[src/rtl/dio_pkg.sv]
package dio_pkg;
  parameter int BYTE_W     = 8;
  parameter int ADDR_W     = 4;
  parameter int NUM_PORTS  = 6;
  parameter int IRQ_PORTS  = 3;
  parameter int LINES      = NUM_PORTS * BYTE_W;
  parameter int IRQ_LINES  = IRQ_PORTS * BYTE_W;
  parameter int PEND_ADDR  = 6;
  parameter int PAGE_ADDR  = 7;
  parameter int WIN_BASE   = 8;
  parameter int WIN_BYTES  = IRQ_PORTS;

  typedef enum logic [1:0] {
    PG_NONE = 2'd0,
    PG_POL  = 2'd1,
    PG_EN   = 2'd2,
    PG_ID   = 2'd3
  } pageSel_t;

  typedef struct packed {
    logic [NUM_PORTS-1:0] portWr;
    logic [WIN_BYTES-1:0] polWr;
    logic [WIN_BYTES-1:0] enWr;
    logic [WIN_BYTES-1:0] idWr;
    logic [BYTE_W-1:0]    data;
  } ctrlStrobes_t;
endpackage

[src/rtl/dio_ctrl.sv]
module dio_ctrl
  import dio_pkg::*;
(
  input  logic                 clk,
  input  logic                 rstN,
  input  logic [ADDR_W-1:0]    addr,
  input  logic [BYTE_W-1:0]    wrData,
  input  logic                 wrEn,
  input  logic                 rdEn,
  input  logic [LINES-1:0]     lineLevel,
  input  logic [IRQ_LINES-1:0] polBits,
  input  logic [IRQ_LINES-1:0] enBits,
  input  logic [IRQ_LINES-1:0] idBits,
  input  logic [IRQ_PORTS-1:0] pending,
  output ctrlStrobes_t         stb,
  output logic [BYTE_W-1:0]    pageLock,
  output logic [BYTE_W-1:0]    rdData
);
  localparam int PAGE_MSB = BYTE_W - 1;
  localparam int PAGE_LSB = BYTE_W - 2;

  pageSel_t          page;
  logic [ADDR_W-1:0] winOff;
  logic              inWindow;
  logic [BYTE_W-1:0] rdNext;
  logic [BYTE_W-1:0] winByte;
  logic [BYTE_W-1:0] portByte;

  assign page     = pageSel_t'(pageLock[PAGE_MSB:PAGE_LSB]);
  assign winOff   = addr - ADDR_W'(WIN_BASE);
  assign inWindow = (addr >= ADDR_W'(WIN_BASE)) &&
                    (addr < ADDR_W'(WIN_BASE + WIN_BYTES));

  // Write strobes, one per register byte
  assign stb.data = wrData;
  for (genvar p = 0; p < NUM_PORTS; p++) begin : g_portStb
    assign stb.portWr[p] = wrEn && (addr == ADDR_W'(p));
  end
  for (genvar b = 0; b < WIN_BYTES; b++) begin : g_winStb
    logic hit;
    assign hit         = wrEn && inWindow && (winOff == ADDR_W'(b));
    assign stb.polWr[b] = hit && (page == PG_POL);
    assign stb.enWr[b]  = hit && (page == PG_EN);
    assign stb.idWr[b]  = hit && (page == PG_ID);
  end

  // Page / lock register
  always_ff @(posedge clk) begin
    if (!rstN)
      pageLock <= '0;
    else if (wrEn && addr == ADDR_W'(PAGE_ADDR))
      pageLock <= wrData;
  end

  // Read selection
  always_comb begin
    portByte = '0;
    for (int p = 0; p < NUM_PORTS; p++)
      if (addr == ADDR_W'(p)) portByte = lineLevel[p*BYTE_W +: BYTE_W];
  end

  always_comb begin
    winByte = '0;
    for (int b = 0; b < WIN_BYTES; b++) begin
      if (winOff == ADDR_W'(b)) begin
        unique case (page)
          PG_POL:  winByte = polBits[b*BYTE_W +: BYTE_W];
          PG_EN:   winByte = enBits[b*BYTE_W +: BYTE_W];
          PG_ID:   winByte = idBits[b*BYTE_W +: BYTE_W];
          default: winByte = '0;
        endcase
      end
    end
  end

  always_comb begin
    if (addr < ADDR_W'(NUM_PORTS))
      rdNext = portByte;
    else if (addr == ADDR_W'(PEND_ADDR))
      rdNext = BYTE_W'(pending);
    else if (addr == ADDR_W'(PAGE_ADDR))
      rdNext = pageLock;
    else if (inWindow)
      rdNext = winByte;
    else
      rdNext = '0;
  end

  always_ff @(posedge clk) begin
    if (!rstN)
      rdData <= '0;
    else if (rdEn)
      rdData <= rdNext;
  end
endmodule

[src/rtl/dio_datapath.sv]
module dio_datapath
  import dio_pkg::*;
#(
  parameter int SYNC_STAGES = 2
) (
  input  logic                 clk,
  input  logic                 rstN,
  input  ctrlStrobes_t         stb,
  input  logic [LINES-1:0]     padIn,
  output logic [LINES-1:0]     padDriveLow,
  output logic [LINES-1:0]     lineLevel,
  output logic [IRQ_LINES-1:0] polBits,
  output logic [IRQ_LINES-1:0] enBits,
  output logic [IRQ_LINES-1:0] idBits,
  output logic [IRQ_PORTS-1:0] pending
);
  localparam int LAST = SYNC_STAGES - 1;

  logic [LINES-1:0]     portQ;
  logic [LINES-1:0]     syncQ [SYNC_STAGES];
  logic [IRQ_LINES-1:0] prevLevel;
  logic [IRQ_LINES-1:0] rise;
  logic [IRQ_LINES-1:0] fall;
  logic [IRQ_LINES-1:0] evt;

  // Port output registers
  for (genvar p = 0; p < NUM_PORTS; p++) begin : g_port
    always_ff @(posedge clk) begin
      if (!rstN)
        portQ[p*BYTE_W +: BYTE_W] <= '0;
      else if (stb.portWr[p])
        portQ[p*BYTE_W +: BYTE_W] <= stb.data;
    end
  end
  assign padDriveLow = ~portQ;

  // Pad synchronizer (idle = released pad, high)
  for (genvar s = 0; s < SYNC_STAGES; s++) begin : g_sync
    always_ff @(posedge clk) begin
      if (!rstN)
        syncQ[s] <= '1;
      else if (s == 0)
        syncQ[s] <= padIn;
      else
        syncQ[s] <= syncQ[(s == 0) ? 0 : s-1];
    end
  end
  assign lineLevel = ~syncQ[LAST];

  // Edge detection on the interrupt-capable lines
  always_ff @(posedge clk) begin
    if (!rstN)
      prevLevel <= '0;
    else
      prevLevel <= lineLevel[IRQ_LINES-1:0];
  end
  assign rise = ~prevLevel & lineLevel[IRQ_LINES-1:0];
  assign fall = prevLevel & ~lineLevel[IRQ_LINES-1:0];
  assign evt  = enBits & ((polBits & fall) | (~polBits & rise));

  // Paged registers and event capture, one byte at a time
  for (genvar b = 0; b < WIN_BYTES; b++) begin : g_win
    always_ff @(posedge clk) begin
      if (!rstN) begin
        polBits[b*BYTE_W +: BYTE_W] <= '0;
        enBits[b*BYTE_W +: BYTE_W]  <= '0;
        idBits[b*BYTE_W +: BYTE_W]  <= '0;
      end else begin
        if (stb.polWr[b]) polBits[b*BYTE_W +: BYTE_W] <= stb.data;
        if (stb.enWr[b])  enBits[b*BYTE_W +: BYTE_W]  <= stb.data;
        if (stb.idWr[b])
          idBits[b*BYTE_W +: BYTE_W] <= (idBits[b*BYTE_W +: BYTE_W] & stb.data)
                                        | evt[b*BYTE_W +: BYTE_W];
        else
          idBits[b*BYTE_W +: BYTE_W] <= idBits[b*BYTE_W +: BYTE_W]
                                        | evt[b*BYTE_W +: BYTE_W];
      end
    end
    assign pending[b] = |idBits[b*BYTE_W +: BYTE_W];
  end
endmodule

[src/rtl/paged_dio_ctrl.sv]
module paged_dio_ctrl
  import dio_pkg::*;
(
  input  logic              clk,
  input  logic              rstN,
  input  logic [3:0]        addr,
  input  logic [7:0]        wrData,
  input  logic              wrEn,
  input  logic              rdEn,
  output logic [7:0]        rdData,
  input  logic [47:0]       padIn,
  output logic [47:0]       padDriveLow,
  output logic              irq
);
  ctrlStrobes_t         stb;
  logic [LINES-1:0]     lineLevel;
  logic [IRQ_LINES-1:0] polBits;
  logic [IRQ_LINES-1:0] enBits;
  logic [IRQ_LINES-1:0] idBits;
  logic [IRQ_PORTS-1:0] pending;
  logic [BYTE_W-1:0]    pageLock;

  dio_ctrl u_ctrl (
    .clk(clk), .rstN(rstN), .addr(addr), .wrData(wrData),
    .wrEn(wrEn), .rdEn(rdEn), .lineLevel(lineLevel),
    .polBits(polBits), .enBits(enBits), .idBits(idBits),
    .pending(pending), .stb(stb), .pageLock(pageLock), .rdData(rdData)
  );

  dio_datapath #(.SYNC_STAGES(2)) u_dp (
    .clk(clk), .rstN(rstN), .stb(stb), .padIn(padIn),
    .padDriveLow(padDriveLow), .lineLevel(lineLevel),
    .polBits(polBits), .enBits(enBits), .idBits(idBits),
    .pending(pending)
  );

  assign irq = |pending;
endmodule

[config.mk]
export PLATFORM = sky130hd
export DESIGN_NAME = paged_dio_ctrl
export DESIGN_NICKNAME = d
export VERILOG_FILES = /design/src/rtl/dio_pkg.sv /design/src/rtl/dio_ctrl.sv /design/src/rtl/dio_datapath.sv /design/src/rtl/paged_dio_ctrl.sv
export SDC_FILE = /design/constraint.sdc
export NUM_CORES = 1
export LEC_CHECK = 0
export ABC_CLOCK_PERIOD_IN_PS = 2850
export BUFFER_PORTS_ARGS = -buffer_cell sky130_fd_sc_hd__buf_2
export CORE_MARGIN = 4
export CORE_UTILIZATION = 40
export DETAILED_ROUTE_END_ITERATION = 8
export HOLD_SLACK_MARGIN = 0.08
export PLACE_DENSITY = 0.65
export SLEW_MARGIN = 20
export SYNTH_ARGS = -nofsm -noshare
export SYNTH_HDL_FRONTEND = slang
export SYNTH_SLANG_ARGS = --single-unit
[constraint.sdc]
create_clock -name clk -period 2.85 [get_ports clk]
set_clock_uncertainty 0.05 [all_clocks]
set_input_delay 0.285 -clock clk [delete_from_list [all_inputs] [get_ports clk]]
set_output_delay 0.285 -clock clk [all_outputs]
set_load 0.01 [all_outputs]
Word-level counts from Yosys, hierarchy flattened
Memory sizes are Yosys's and may differ from the RTL's.
Index checks and enable logic that the tools add are counted.
{"block": "totals", "register_bits": 160, "mem_bits_rw": 96, "input_bits": 64, "elab_cells": 107, "mem_count": 1}
{"block": "classes", "add_sub_neg": 1, "magnitude_cmp": 3, "n_eq_ne": 12, "n_mux": 23, "bitwise": 22, "n_reduce_logical": 27}
{"name": "u_dp.syncQ", "depth": 2, "width": 48, "rd": 2, "rd_ports_with_merged_regs": 0, "wr": 2, "line": "dio_datapath.sv:20", "text": "logic [LINES-1:0] syncQ [SYNC_STAGES];"}
{"op": "8-bit 2-to-1 mux", "n": 16}
{"op": "24-bit bitwise AND", "n": 5}
{"op": "48-bit 2-to-1 mux", "n": 2}
{"op": "48-bit NOT", "n": 2}
{"op": "24-bit NOT", "n": 3}
{"op": "8-bit case mux with 3 select lines", "n": 3}
{"op": "8-bit OR", "n": 6}
{"op": "8-bit bitwise AND", "n": 3}
{"op": "24-bit OR", "n": 1}
{"op": "24-bit OR reduction", "n": 1}
{"op": "8-bit OR reduction", "n": 3}
{"op": "1-bit logical AND", "n": 21}
{"op": "4-bit by 3-bit == test with 1-bit output (second input constant)", "n": 4}
{"op": "4-bit by 2-bit == test with 1-bit output (second input constant)", "n": 3}
{"op": "4-bit by 1-bit == test with 1-bit output (second input constant)", "n": 2}
{"op": "4-bit logical NOT", "n": 2}
{"op": "2-bit == test (second input constant)", "n": 2}
{"op": "4-bit greater-or-equal comparator (second input constant)", "n": 1}
{"op": "4-bit by 3-bit less-than comparator with 1-bit output (second input constant)", "n": 1}
{"op": "4-bit less-than comparator (second input constant)", "n": 1}
{"op": "4-bit subtractor (second input constant)", "n": 1}
{"op": "2-bit by 1-bit == test with 1-bit output (second input constant)", "n": 1}
{"op": "1-bit 2-to-1 mux", "n": 2}
{"op": "1-bit OR", "n": 2}

Longest topological paths before layout
Gate-level depths: netlist (run 1).
{"block": "logic_depth", "ltp_word": 9, "mapped_depth": 9, "depth_no_buf": 5}

Hierarchy
A second synthesis (run 1) with hierarchy kept.
{"block": "hier_totals", "hier_cells": 1066, "area_unflattened_um2": 10525.1}
{"mod": "dio_datapath", "instances": 1, "cells_per_inst": 826, "area_per_inst_um2": 8470.6, "seq_area_each_um2": 4804.6}
{"mod": "dio_ctrl", "instances": 1, "cells_per_inst": 239, "area_per_inst_um2": 2048.2, "seq_area_each_um2": 320.3}
{"mod": "paged_dio_ctrl", "instances": 1, "cells_per_inst": 1, "area_per_inst_um2": 6.3, "seq_area_each_um2": 0.0}

Worst setup path before layout (run 1)
No wires, ideal clock.
{"block": "synth_path", "path_kind": "input -> register", "from": "in addr[0]", "to": "reg u_ctrl.rdData[0]", "setup_time_ns": 0.096, "arrival_ns": 1.482, "t_required_ns": 2.704, "path_slack_ns": 1.222, "cell_stages": 7, "path_buffers": 2, "cell_sequence": "buf_2 buf_2 mux2i_1 nor2_1 a2111oi_0 o221ai_1 o41ai_2"}
{"block": "synth_via", "elab_chain_len": 9, "elab_cells_between_ends": 29, "classes_between": "add/sub: 1; order compare: 3; eq/ne: 9; mux: 13; reduce/logical: 3"}
{"element": "from (decl)", "line": "paged_dio_ctrl.sv:6", "text": "input logic [3:0] addr,"}
{"element": "4-bit subtractor", "line": "dio_ctrl.sv:30", "text": "assign winOff = addr - ADDR_W'(WIN_BASE);"}
{"element": "4-bit logical NOT", "line": "dio_ctrl.sv:65", "text": "if (winOff == ADDR_W'(b)) begin"}
{"element": "8-bit 2-to-1 mux (3 in series)", "line": "dio_ctrl.sv:65"}
{"element": "8-bit 2-to-1 mux", "line": "dio_ctrl.sv:83", "text": "else if (inWindow)"}
{"element": "8-bit 2-to-1 mux", "line": "dio_ctrl.sv:81", "text": "else if (addr == ADDR_W'(PAGE_ADDR))"}
{"element": "8-bit 2-to-1 mux", "line": "dio_ctrl.sv:79", "text": "else if (addr == ADDR_W'(PEND_ADDR))"}
{"element": "8-bit 2-to-1 mux (*)", "line": "dio_ctrl.sv:77", "text": "if (addr < ADDR_W'(NUM_PORTS))"}
{"element": "to (signal assigned)", "line": "dio_ctrl.sv:93", "text": "rdData <= rdNext;"}
{"element": "to (decl)", "line": "dio_ctrl.sv:17", "text": "output logic [BYTE_W-1:0] rdData"}
Every way passes the cells marked *; elsewhere a longest branch is shown, timed or not.
A chain may end at the register's enable or synchronous reset.

Worst setup path after layout (run 1)
{"block": "layout_path", "from": "reg u_dp.idBits[17]", "to": "out irq"}
{"block": "layout_via", "elab_chain_len": 1}
{"element": "from (decl)", "line": "dio_datapath.sv:14", "text": "output logic [IRQ_LINES-1:0] idBits,"}
{"element": "from (signal, indexed assignment)", "line": "dio_datapath.sv:72", "text": "idBits[b*BYTE_W +: BYTE_W] <= (idBits[b*BYTE_W +: BYTE_W] & stb.data)"}
{"element": "from (signal, indexed assignment)", "line": "dio_datapath.sv:75", "text": "idBits[b*BYTE_W +: BYTE_W] <= idBits[b*BYTE_W +: BYTE_W]"}
{"element": "24-bit OR reduction", "line": "paged_dio_ctrl.sv:37", "text": "assign irq = |pending;"}
{"element": "to (decl)", "line": "paged_dio_ctrl.sv:13", "text": "output logic irq"}
No other way between the ends.

==> results of run 1 <==
through the flow:
step / worst slack (ps) / cells / hold WS (ps)
floorplan: 1220 / 1107 / 336
global placement: 581 / 1501 / 342
detailed placement: 559 / 1501 / 342
CTS: 473 / 1606 / 97.1
global route: 416 / 1606 / 125
finish: 461 / 1606 / 109
cells in the mapped netlist, types with 9 or more instances:
master | instances | area share
a21oi_1 | 98 | 0.048
mux2i_1 | 54 | 0.053
nand2b_1 | 101 | 0.062
clkbuf_1 | 43 | 0.016
nand2_1 | 63 | 0.023
buf_6 | 9 | 0.010
mux2_2 | 26 | 0.029
buf_2 | 18 | 0.0089
nor3_1 | 26 | 0.013
a221oi_1 | 18 | 0.016
nand3_1 | 51 | 0.025
o21ai_0 | 45 | 0.022
buf_4 | 9 | 0.0067
nor2_1 | 106 | 0.039
nor2b_1 | 10 | 0.0062
inv_1 | 50 | 0.018
dfxtp_1 | 256 | 0.51
and3_1 | 26 | 0.016
worst register-to-register path: cells and delay by family, from the launching register on:
| kind | cells | cell delay (ps) |
|---|---|---|
| DFF | 1 | 630 |
| buffers and inverters | 1 | 230 |
| muxes | 1 | 300 |
| AOI/OAI and AO/OA | 3 | 600 |
| and+or+nand+nor | 1 | 220 |
cell type report:
class	instances	area, um2	area share
flip-flops and latches	256	5120	0.413
multi-input cells	720	4410	0.355
repair buffers	200	1340	0.108
clock buffers	37	803	0.0647
well taps	330	413	0.0332
inverters	51	194	0.0156
clock inverters	12	134	0.0108
flip-flops by register name, summed over array words and instances, names as in the netlist:
register,count
u_ctrl.rdData,8
u_dp.prevLevel,24
u_ctrl.pageLock,8
u_dp.enBits,24
u_dp.polBits,24
u_dp.idBits,24
u_dp.syncQ,96
u_dp.portQ,48
kinds of logic (layout without fill, tap and decap cells):
| kind of cell | Yosys count | after routing | share of synthesized area |
|---|---|---|---|
| DFF | 256 | 256 | 0.505 |
| muxes | 82 | 82 | 0.0847 |
| buffers and inverters | 131 | 300 | 0.0607 |
| AOI/OAI and AO/OA | 222 | 222 | 0.135 |
| and+or+nand+nor | 416 | 416 | 0.215 |
power groups by stage:
stage	Clock (W)	Sequential, W	Combinational [W]
floorplan	0	0.00377	0.000268
global placement	0	0.00380	0.000404
detailed placement	0	0.00380	0.000408
CTS	0.00369	0.00372	0.000466
global route	0.00385	0.00372	0.000514
finish	0.00361	0.00372	0.000470
how the worst max path moves through the flow:
stage,depth (start not counted),from,endpoint,slack [ps]
after floorplan,7,addr[0],u_ctrl.rdData[0],1220
after global placement,6,addr[0],u_ctrl.rdData[4],580
after detailed placement,6,addr[0],u_ctrl.rdData[4],560
after CTS,4,u_dp.idBits[17],irq,470
after global routing,4,u_dp.idBits[18],irq,420
final,4,u_dp.idBits[17],irq,460
what timing repair did:
action                    CTS  global route
resized for setup           0             0
hold endpoints to repair   57             0
hold buffers               56             0
placed cells by master (no fill, tap or decap), types with 3 or more instances in the layout:
master and count:
o22ai_1 4, o21ai_2 8, nor4_1 7, o21ai_0 45, inv_1 49, nand2_1 63
a2111oi_0 3, o21ai_1 8, or3_1 3, nor2_1 106, clkinvlp_4 4, nand3_1 51
nand3b_1 3, o2bb2ai_1 3, mux2i_1 54, dfxtp_1 256, clkbuf_8 9, a221o_1 4
buf_2 119, nor3_1 26, mux2_2 26, a211oi_1 6, a21oi_1 98, clkinv_2 3
buf_4 25, clkbuf_16 27, nor2b_1 10, dlygate4sd3_1 56, a221oi_1 18, a22oi_1 8
nand2b_1 101, and3_1 26, a31oi_1 4
metal layers:
layer | share of wire | vias to the layer above
met5 | 0.0031 | -
met2 | 0.45 | 278
met4 | 0.021 | 4
li1 | - | 4071
met1 | 0.45 | 3869
met3 | 0.073 | 43
==> results.txt, run 1 <==
- The placed instances occupy a cell area of ~11,000 um2.
- In this run the standard cell core region covers about 25,000 um2.
- The number of buffers and inverters on the critical path is 1.
- Die W: roughly 170 um
* Internal power consumption: roughly 0.006 W
- Yosys mapped a number of flops with a built-in enable equal to 0.
- Initial Utilization: 0.405
- Cell area after layout: approximately 12,000 um2
- Global-route layer with the greatest usage: met2
* Status: finished, final reports clean
- Worst hold path class: in -> reg
- Pin count of the biggest net entering global routing: 83
- Worst voltage drop across the vdd grid: 438 uV
* Setup bufs post-CTS: 0
* Routed length per placed instance: 17.0 um
- In this run the remaining antenna-violating nets after routing total 0.
- Clock buffer count from CTS: 27
* Net switching fraction of the power: 0.227
- Setup violations remaining at the end of the flow were counted as 0.
- The average instance in the mapped netlist occupies roughly 9.2 um2.
* Critical Path AT: ~2100 ps
- Fin nets: 1,320
- Fill cells in the final layout number 2,384.
- For this run, global-route usage on met3 was measured as 0.0390.
- In this run, synthesis produced a sequential element count of 256.
* Register-to-Register Setup Slack: about 700 ps
* Worst slew margin relative to its limit: 0.485
- The critical path in this run is classified as reg -> out.
- For this design the ratio of total power to cell area is around 630 nW/um2.
- The final count of hold timing violations came to 0.
* Net switching power of the design: approximately 0.0018 W
* CTS Root Buffer Type: clkbuf_16
* Category of the worst setup path launch point: register
- Final Core Density: 0.496
* Clock period minus worst slack: roughly 2400 ps
- Clock latency on the worst-skew pair: ~540 ps
- The share of total power dissipated in the clock network is 0.463.
* Share of cells above drive strength 1: 0.190
* Sum of net half-perimeters after detailed placement: 18,300 um
- Actual slew at the worst max-slew pin: slightly below 800 ps
* Maximum buffer depth of the clock tree: 3
- Crit-path max cell delay: around 450 ps
- Number of antenna violations at the first check in global routing: 1
- Via count: 8,265
- In the routed design, unresolved DRC markers number 0.
- During I/O placement, the number of pins put on the boundary was 121.
- Number of cells on the worst hold path: 3
- The design draws between 0.007 and 0.008 W.
- For this run, the total global-route usage over all layers was measured as 0.190.
- Height of the die: 167 um
- Share of the yosys chip area belonging to registers: 0.505
- Clock transition time at the flip-flop clock pins of the worst setup and hold paths: around 60 ps
- Adding up every negative setup slack in the final design gives 0 ps.
* Count of yosys warnings during synthesis: 0
- For this run, asynchronously set or reset flops after synthesis account for 0.
* Count of buffers inserted at the top-level ports: 120
- Counting every net in the synthesized netlist gives 1,171.
* Distinct cell type count after synthesis: between 50 and 60
- Of the total power, combinational logic draws 0.060.
- Summed over all cells, the static leakage comes to about 4.7 nW.
- The final-report max-slew violation count was 0.
- On the critical path the largest part of the delay comes from simple AND/OR/NAND/NOR gates.
- Cell with the largest stage delay on the worst path: or3_1
* Clock net sink count: 256
- For this block, the routed nets add up to 27,300 um of wire.
* M1 GR Usage: 0.267
- CTS tree: yes
* Cell-by-cell listing of the critical path: nor4_1 -> nand2_1 -> or3_1 -> buf_2
- First-pass GRT wire length: ~44,000 um
* Flip-flop cell with the highest count after synthesis: dfxtp_1
* Terminus of the critical flop-to-flop path: u_ctrl.rdData[4]
- The floorplan has 58 rows.
- The floorplan step defined a die boundary enclosing ~28,000 um2.
- HP Start: wrEn
- Before antenna repair, the detailed router went through 5 iterations.
- The synthesized netlist occupies a cell area of between 10,000 and 15,000 um2.
* Number of DRC violations after detailed-routing iteration 0: 686
* Count of mapped cells out of synthesis: between 1,000 and 1,500
- Global-route track usage on met2: 0.303
- STA puts the critical path data required time at roughly 2500 ps.
- Critical Path End Type: primary output
* RSZ-0062 raised after global routing: no
- The number of cells on the worst reg-to-reg path is 6.
- Final estimated routing congestion in global placement: approximately 0.9
- The number of global-route vias before repair is 7,835.
* Reg power frac: 0.477
- The path with the worst hold slack has its endpoint at u_ctrl.pageLock[4].
- Average via count per standard cell: between 5 and 6
* Syn-to-layout area delta: 22.4%
- The worst register-to-register path begins at u_ctrl.pageLock[7].
- Largest fanout on the critical path: 3
- Share of the clock period used by the worst path: 0.838
- The repair_antennas step left the layout with diodes totalling 0.
- Remaining global-route overflow: 0
- The tool flagged a number of max-cap violations equal to 0.
- Achievable Freq: roughly 0.42 GHz
- In this run the number of H-tree levels came out at 1.
Note: power is estimated with default switching activity, not from simulation.
==> run 2, diff against run 1 <==
ABC_AREA = 1   (was default)
ABC_CLOCK_PERIOD_IN_PS = 2100   (was 2850)
PLACE_DENSITY = 0.68   (was 0.65)
clock period = 2.1 ns   (was 2.85 ns; I/O delays follow)
==> results.txt, run 2 <==
- In this run the tightest slew margin relative to its limit is 0.632.
- The number of antenna violations at the first check in global routing came to 0.
- The run finished with clean final reports.
- By area, the combinational part of the netlist is dominated by simple AND/OR/NAND/NOR gates.
- For the worst setup path, the data arrival time is around 1700 ps.
* Commonest cells after routing, fill and taps aside: 256 x dfxtp_1, 160 x o21ai_0, 156 x nand2_1
- CTS Root Buffer Type: clkbuf_16
- Across every metal layer, demand over resource in global routing totals 0.194.
* Die area: roughly 27,000 um2
- The share of synthesized area in the top cell type comes to 0.517.
- The clock period could shrink to about 2000 ps.
* CTS tree: yes
- The count of nets left with antenna violations once routing finished came out at 0.
* Post-synth EDFFs: 0
- The number of nets handed over by synthesis was around 1,300.
- Remaining global-route overflow: 0
- Terminus of the critical flop-to-flop path: u_dp.idBits[4]
- Area leader, netlist: dfxtp_1
* Fin. max-slew vios: 0
- u_dp.syncQ holds more flip-flops than any other register.
* Critical Path End Type: primary output
* Crit path capture: irq
* Length of the first detailed-routing pass in iterations: 5
- Number of flip-flops in the largest register: 96
- A synthesized cell averages 7.83 um2.
* Number of register bits inferred by synthesis: around 260
* Sum of net half-perimeters after detailed placement: 18,600 um
- Worst voltage drop across the vdd grid: between 500 and 600 uV
- By instance count, the leading cell after synthesis is dfxtp_1.
* Count of mapped cells out of synthesis: 1,265
- Clock buffer count from CTS: 27
- Register-to-Register Setup Slack: approximately 370 ps
- Number of DRC violations after detailed-routing iteration 0: 686
- For this block, the routed nets add up to between 20,000 and 30,000 um of wire.
* Via count: 8,650
- Most common cell after layout, fill and taps aside: dfxtp_1
- Pin count of the biggest net entering global routing: about 110
* Post-Synth Simple-Gate Area: 0.267
* Via count of the first global-routing pass: just over 8,000
- In the final layout, the share of cells above drive strength 1 is 0.226.
- For this design, the sink count on the clock tree is 256.
- HP Start: wrData[1]
- Summed over all failing endpoints, the final setup total negative slack is 0 ps.
- The congestion estimate from routability-driven global placement came to roughly 0.90.
* Post-Synth XOR/XNOR Area: 0
* Count of buffers inserted at the top-level ports: between 100 and 150
* Biggest regs: u_dp.syncQ x96, u_dp.portQ x48
* Maximum buffer depth of the clock tree: 3
* Achievable Freq: a little over 0.5 GHz
- Clock H-tree levels: 1
* Post-synth design cell area: a little under 10,000 um2
* Die W: about 170 um
- The Yosys step of the flow raised 0 warnings.
* WS Path Type: reg -> out
- Dividing the detail-routed wire length by the instance count gives 15.1 um.
- The area fraction in compound gates after synthesis came to 0.139.
* Flip-flop cell with the highest count after synthesis: dfxtp_1
- Share of synthesized registers carrying an async set or reset: 0
- The worst setup path is launched from a register.
* First-pass GRT wire length: 42,500 um
* Leakage component of the power: 4.96 nW
- The most critical setup path has its startpoint at u_dp.idBits[0].
- Share of the clock period used by the worst path: 0.927
- Of the synthesized area, sequential elements account for 0.517.
* Worst Reg-to-Reg Cells: 6
- After synthesis, the share of cell area in mux cells is 0.
* Fin nets: between 1,000 and 1,500
- For this configuration, the core starts out at a cell density of 0.407.
- Placeable core region: between 20,000 and 25,000 um2
- For this run, design rule violations remaining after detail routing come to 0.
- Overall power: ~0.011 W
* Actual slew at the worst max-slew pin: 552 ps
* Row count: 57
- Of all nets on the critical path, the largest fanout is 3.
- Of the total synthesized cell area, the portion taken by full adders, half adders and majority gates is 0.
- Distinct cell type count after synthesis: 32
- Power Density: 875 nW/um2
* Setup violations, final: 0
- Crit path required time: 1840 ps
- Clock latency on the worst-skew pair, taken at its later pin, is approximately 540 ps.
- Measured along the y axis, the die boundary spans 165 um.
- Post-synth top cells: 256 x dfxtp_1, 160 x o21ai_0, 156 x nand2_1
* Worst R2R Start: u_ctrl.pageLock[6]
* Largest cells by area after synthesis: dfxtp_1 52%, o21ai_0 8.1%, or2_2 6.6%
- Number of primary I/O pins: roughly 120
- MaxCap Viol Count: 0
* Setup bufs post-CTS: 0
- Antenna diodes: 0
- RSZ-0062 raised after global routing: no
- After clock tree synthesis, the clock-pin slew on the worst setup and hold paths is around 60 ps.
* Final Hold Violating Endpoints: 0
* Syn-to-layout area delta: 24.4%
* Average via count per standard cell: around 4.9
* Worst hold path class: in -> reg
## run 2: cell type report
cell class              instances  area (um2)
repair buffers                192        1300
well taps                     324         405
inverters                     130         489
fillers                      2313       12000
clock buffers                  37         763
flip-flops and latches        256        5120
multi-input cells             820        4030
clock inverters                13         210
## run 2: how the worst min path moves through the flow
| stage | depth (start not counted) | end | slack (ps) |
|---|---|---|---|
| 2_1_floorplan | 1 | u_dp.syncQ[0][0] | 270 |
| 3_3_place_gp | 2 | u_dp.syncQ[0][46] | 340 |
| 3_5_place_dp | 2 | u_dp.syncQ[0][28] | 350 |
| 4_1_cts | 4 | u_ctrl.rdData[3] | 80 |
| 5_1_grt | 3 | u_dp.enBits[1] | 110 |
| 6_report | 3 | u_ctrl.pageLock[1] | 90 |
## run 2: stage by stage
stage / hold WS [ps] / area, um2 / util / std cells / setup slack [ps]
6_report: 94.2 / 12300 / 0.507 / 1772 / 154
5_1_grt: 106 / 12300 / 0.507 / 1772 / 41.0
4_1_cts: 80.4 / 12300 / 0.506 / 1772 / 73.6
3_5_place_dp: 347 / 10900 / 0.446 / 1673 / 253
3_3_place_gp: 345 / 10900 / 0.446 / 1673 / 338
2_1_floorplan: 267 / 9910 / - / 1265 / 667
## run 2: kinds of logic (layout without fill, tap and decap cells)
kind of cell	count (synthesis)	count (layout)
compound gates	271	271
simple gates	549	549
buf+inv	189	372
flops	256	256
## run 2: power breakdown
group / total, W / internal (W) / leakage [nW] / switching, W
sequential: 0.00505 / 0.00499 / 2.09 / 0.0000602
clock: 0.00509 / 0.00317 / 0.475 / 0.00192
combinational: 0.000634 / 0.000270 / 2.40 / 0.000364
## run 2: layer usage
metal | share of wire | vias up | track usage
met5 | 0 | - | 0
met4 | 0.027 | 0 | 0.0615
met1 | 0.47 | 3888 | 0.279
met2 | 0.43 | 321 | 0.299
li1 | - | 4396 | -
met3 | 0.074 | 45 | 0.0335
## run 2: critical path, cell delays in order (launching register included)
cell     delay (ps)
dfxtp_1         320
nor2_1          110
nand2_1         100
nor4_2          350
nand2_1         100
buf_2           170
## run 2: timing repair
item / CTS / global route
hold buffers: 49 / 0
resized for setup: 0 / 1
setup endpoints to repair: 0 / 1
hold endpoints to repair: 54 / 0
==> run 3, diff against run 2 <==
CAP_MARGIN = 5   (was default)
PLACE_DENSITY = 0.66   (was 0.68)
==> results.txt, run 3 (same netlist as run 2, synthesis figures left out) <==
- Status: finished, final reports clean
* Overall power: about 0.011 W
- Summed over all failing endpoints, the final setup total negative slack is 0 ps.
- On the critical path, the stage with the largest delay is an instance of dfxtp_1.
- Global routing finished with a remaining overflow of 0.
- Category of the worst setup path launch point: register
- In the global route stage, met2 resource usage came out at 0.308.
- In this run the clock root is driven by a clkbuf_16.
- Fin nets: around 1,500
- The library cell used most frequently in the layout, excluding fill and tap cells, is dfxtp_1.
- The tightest min-delay check is of the in -> reg type.
- Initial Utilization: 0.407
- Number of buffer and inverter stages on the critical path: 1
- Clock transition time at the flip-flop clock pins of the worst setup and hold paths: ~70 ps
- At the end of routability-driven placement, the weighted congestion stood at approximately 0.89.
- Count of buffers inserted at the top-level ports: 120
- Counting cells, the worst reg-to-reg path comes to 6.
- Overall routed net length: about 27,000 um
* Final Hold Violating Endpoints: 0
- Fin. max-slew vios: 0
- For met3 alone, demand over resource in global routing was 0.0382.
* Global-route layer with the greatest usage: met2
- Commonest cells after routing, fill and taps aside: 256 x dfxtp_1, 160 x o21ai_0, 156 x nand2_1
- For this block, the via count after detailed routing is between 8,000 and 9,000.
* Largest fanout on the critical path: 3
- Clock period minus worst slack: about 1900 ps
- After detailed placement, the total cell area comes to roughly 11,000 um2.
- For this design the ratio of total power to cell area is around 870 nW/um2.
- Clock latency on the worst-skew pair: 540 ps
- Die area: about 27,000 um2
- Entering global routing, the biggest net connects 107 pins.
- For this run, global-route usage on met1 was measured as 0.278.
- CTS built an H-tree with a depth of 1.
* Clock buffer count from CTS: 27
- TritonCTS built the clock tree.
- Die W: ~170 um
- The die is approximately 170 um tall.
* Number of cells on the worst hold path: 3
- Using the TritonRoute via totals, the vias-per-cell ratio works out to about 4.9.
- Number of DRC violations after detailed-routing iteration 0: about 620
- The register with the most flip-flops in the layout has 96 of them.
- Including well taps, the total number of placed cells is about 1,700.
- Length of the first detailed-routing pass in iterations: 5
- Cell area after layout: around 12,000 um2
- At the worst endpoint, the required time is approximately 1800 ps.
- In this design, the stage delay of the slowest critical-path cell is about 340 ps.
- Biggest regs: u_dp.syncQ x96, u_dp.portQ x48
- Worst voltage drop across the vdd grid: 695 uV
- Number of logic stages on the critical path including buffering: 5
- The worst setup path is captured at a primary output.
- First-pass GRT wire length: approximately 43,000 um
- The core region is roughly 24,000 um2.
- The initialized floorplan defines 57 standard-cell rows.
- Remaining DRCs: 0
- Setup bufs post-CTS: 0
* Final Instance Count excl. Fillers: 1,776
- Clock net sink count: ~260
* Largest delay contributor family on the critical path: simple AND/OR/NAND/NOR gates
- Critical Path AT: 1690 ps
* Maximum buffer depth of the clock tree: 3
* Register with the highest flop count: u_dp.syncQ
* Number of primary I/O pins: roughly 120
- Setup violations remaining at the end of the flow were counted as 0.
- Number of antenna violations at the first check in global routing: 0
- Across the run, the number of max-cap violations was 0.
* Share of cells above drive strength 1: 0.228
- Via count of the first global-routing pass: roughly 7,900
* Sum of net half-perimeters after detailed placement: ~19,000 um
- Dividing the final minimum period by the clock period gives 0.928.
- By instance count, the cell type seen most on the critical path is nand2_1.
- From synthesis to final layout, the design area changed by 25.0%.
* Cell-by-cell listing of the critical path: nor2_1 -> nand2_1 -> nor4_2 -> nand2_1 -> buf_2
- Setup repair after global routing left no endpoint under its margin.
* Number of routed nets with antenna violations: 0
* Routed length per placed instance: 15.3 um
- The setup path with the least slack is of type reg -> out.
* Actual slew at the worst max-slew pin: between 500 and 600 ps
- Derived from the worst setup path, the maximum achievable clock frequency is ~0.51 GHz.
- In the global route stage, overall resource usage came out at 0.197.
- Measured against its own limit, the worst slew margin works out to 0.647.
* Leakage component of the power: around 5 nW
==> run 3: cell count changes in the layout (fill, tap and decap cells not counted), sizes merged <==
cell,before,now
dlygate4sd3,49,52
clkinv,6,7
clkinvlp,2,1
inv,130,131
diode,0,1
bufinv,5,4
==> run 3: path summary, 6_finish.rpt <==
check	startpoint	end	slack (ps)
worst max-delay path	u_dp.idBits[6]	irq	150
worst min-delay path	wrData[5]	u_dp.enBits[5]	110
worst max register to register	u_ctrl.pageLock[7]	u_dp.idBits[1]	210
worst min register to register	u_dp.syncQ[0][44]	u_dp.syncQ[1][44]	360
==> run 3: layout make-up <==
type	count	area, um2
clock buffer	37	793
multi-input combinational	820	4030
tap	324	405
timing repair buffer	195	1340
sequential	256	5120
fill	2327	11900
clock inverter	13	194
antenna	1	2.50
inverter	130	489
==> run 3: tightest hold or removal path, delay by kind of cell <==
family,cells,cell delay (ps)
buffers and inverters,1,240
AND/OR/NAND/NOR,2,200
==> run 3: through the flow <==
| step | hold WS (ps) | worst slack (ps) | util |
|---|---|---|---|
| CTS | 83.7 | 79.9 | 0.509 |
| floorplan | 267 | 667 | - |
| global placement | 344 | 153 | 0.447 |
| global route | 109 | 6.56 | 0.509 |
| finish | 109 | 151 | 0.509 |
| detailed placement | 347 | 160 | 0.447 |
==> run 3: per-layer routing <==
layer / vias up / share of wire
met1: 3894 / 0.46
met3: 56 / 0.075
met5: - / 0
met4: 0 / 0.028
li1: 4406 / -
met2: 306 / 0.44
==> run 3: what timing repair did <==
item / in CTS / in global routing
endpoints found under the setup margin: 0 / 10
hold buffers: 52 / 0
gates resized for setup: 0 / 2
hold endpoints to repair: 60 / 0
==> run 3: power by group <==
group | total [W] | switching (W) | internal, W
Clock | 0.00511 | 0.00195 | 0.00316
Combinational | 0.000648 | 0.000369 | 0.000278
Sequential | 0.00505 | 0.0000588 | 0.00499
Total | 0.0108 | 0.00238 | 0.00842
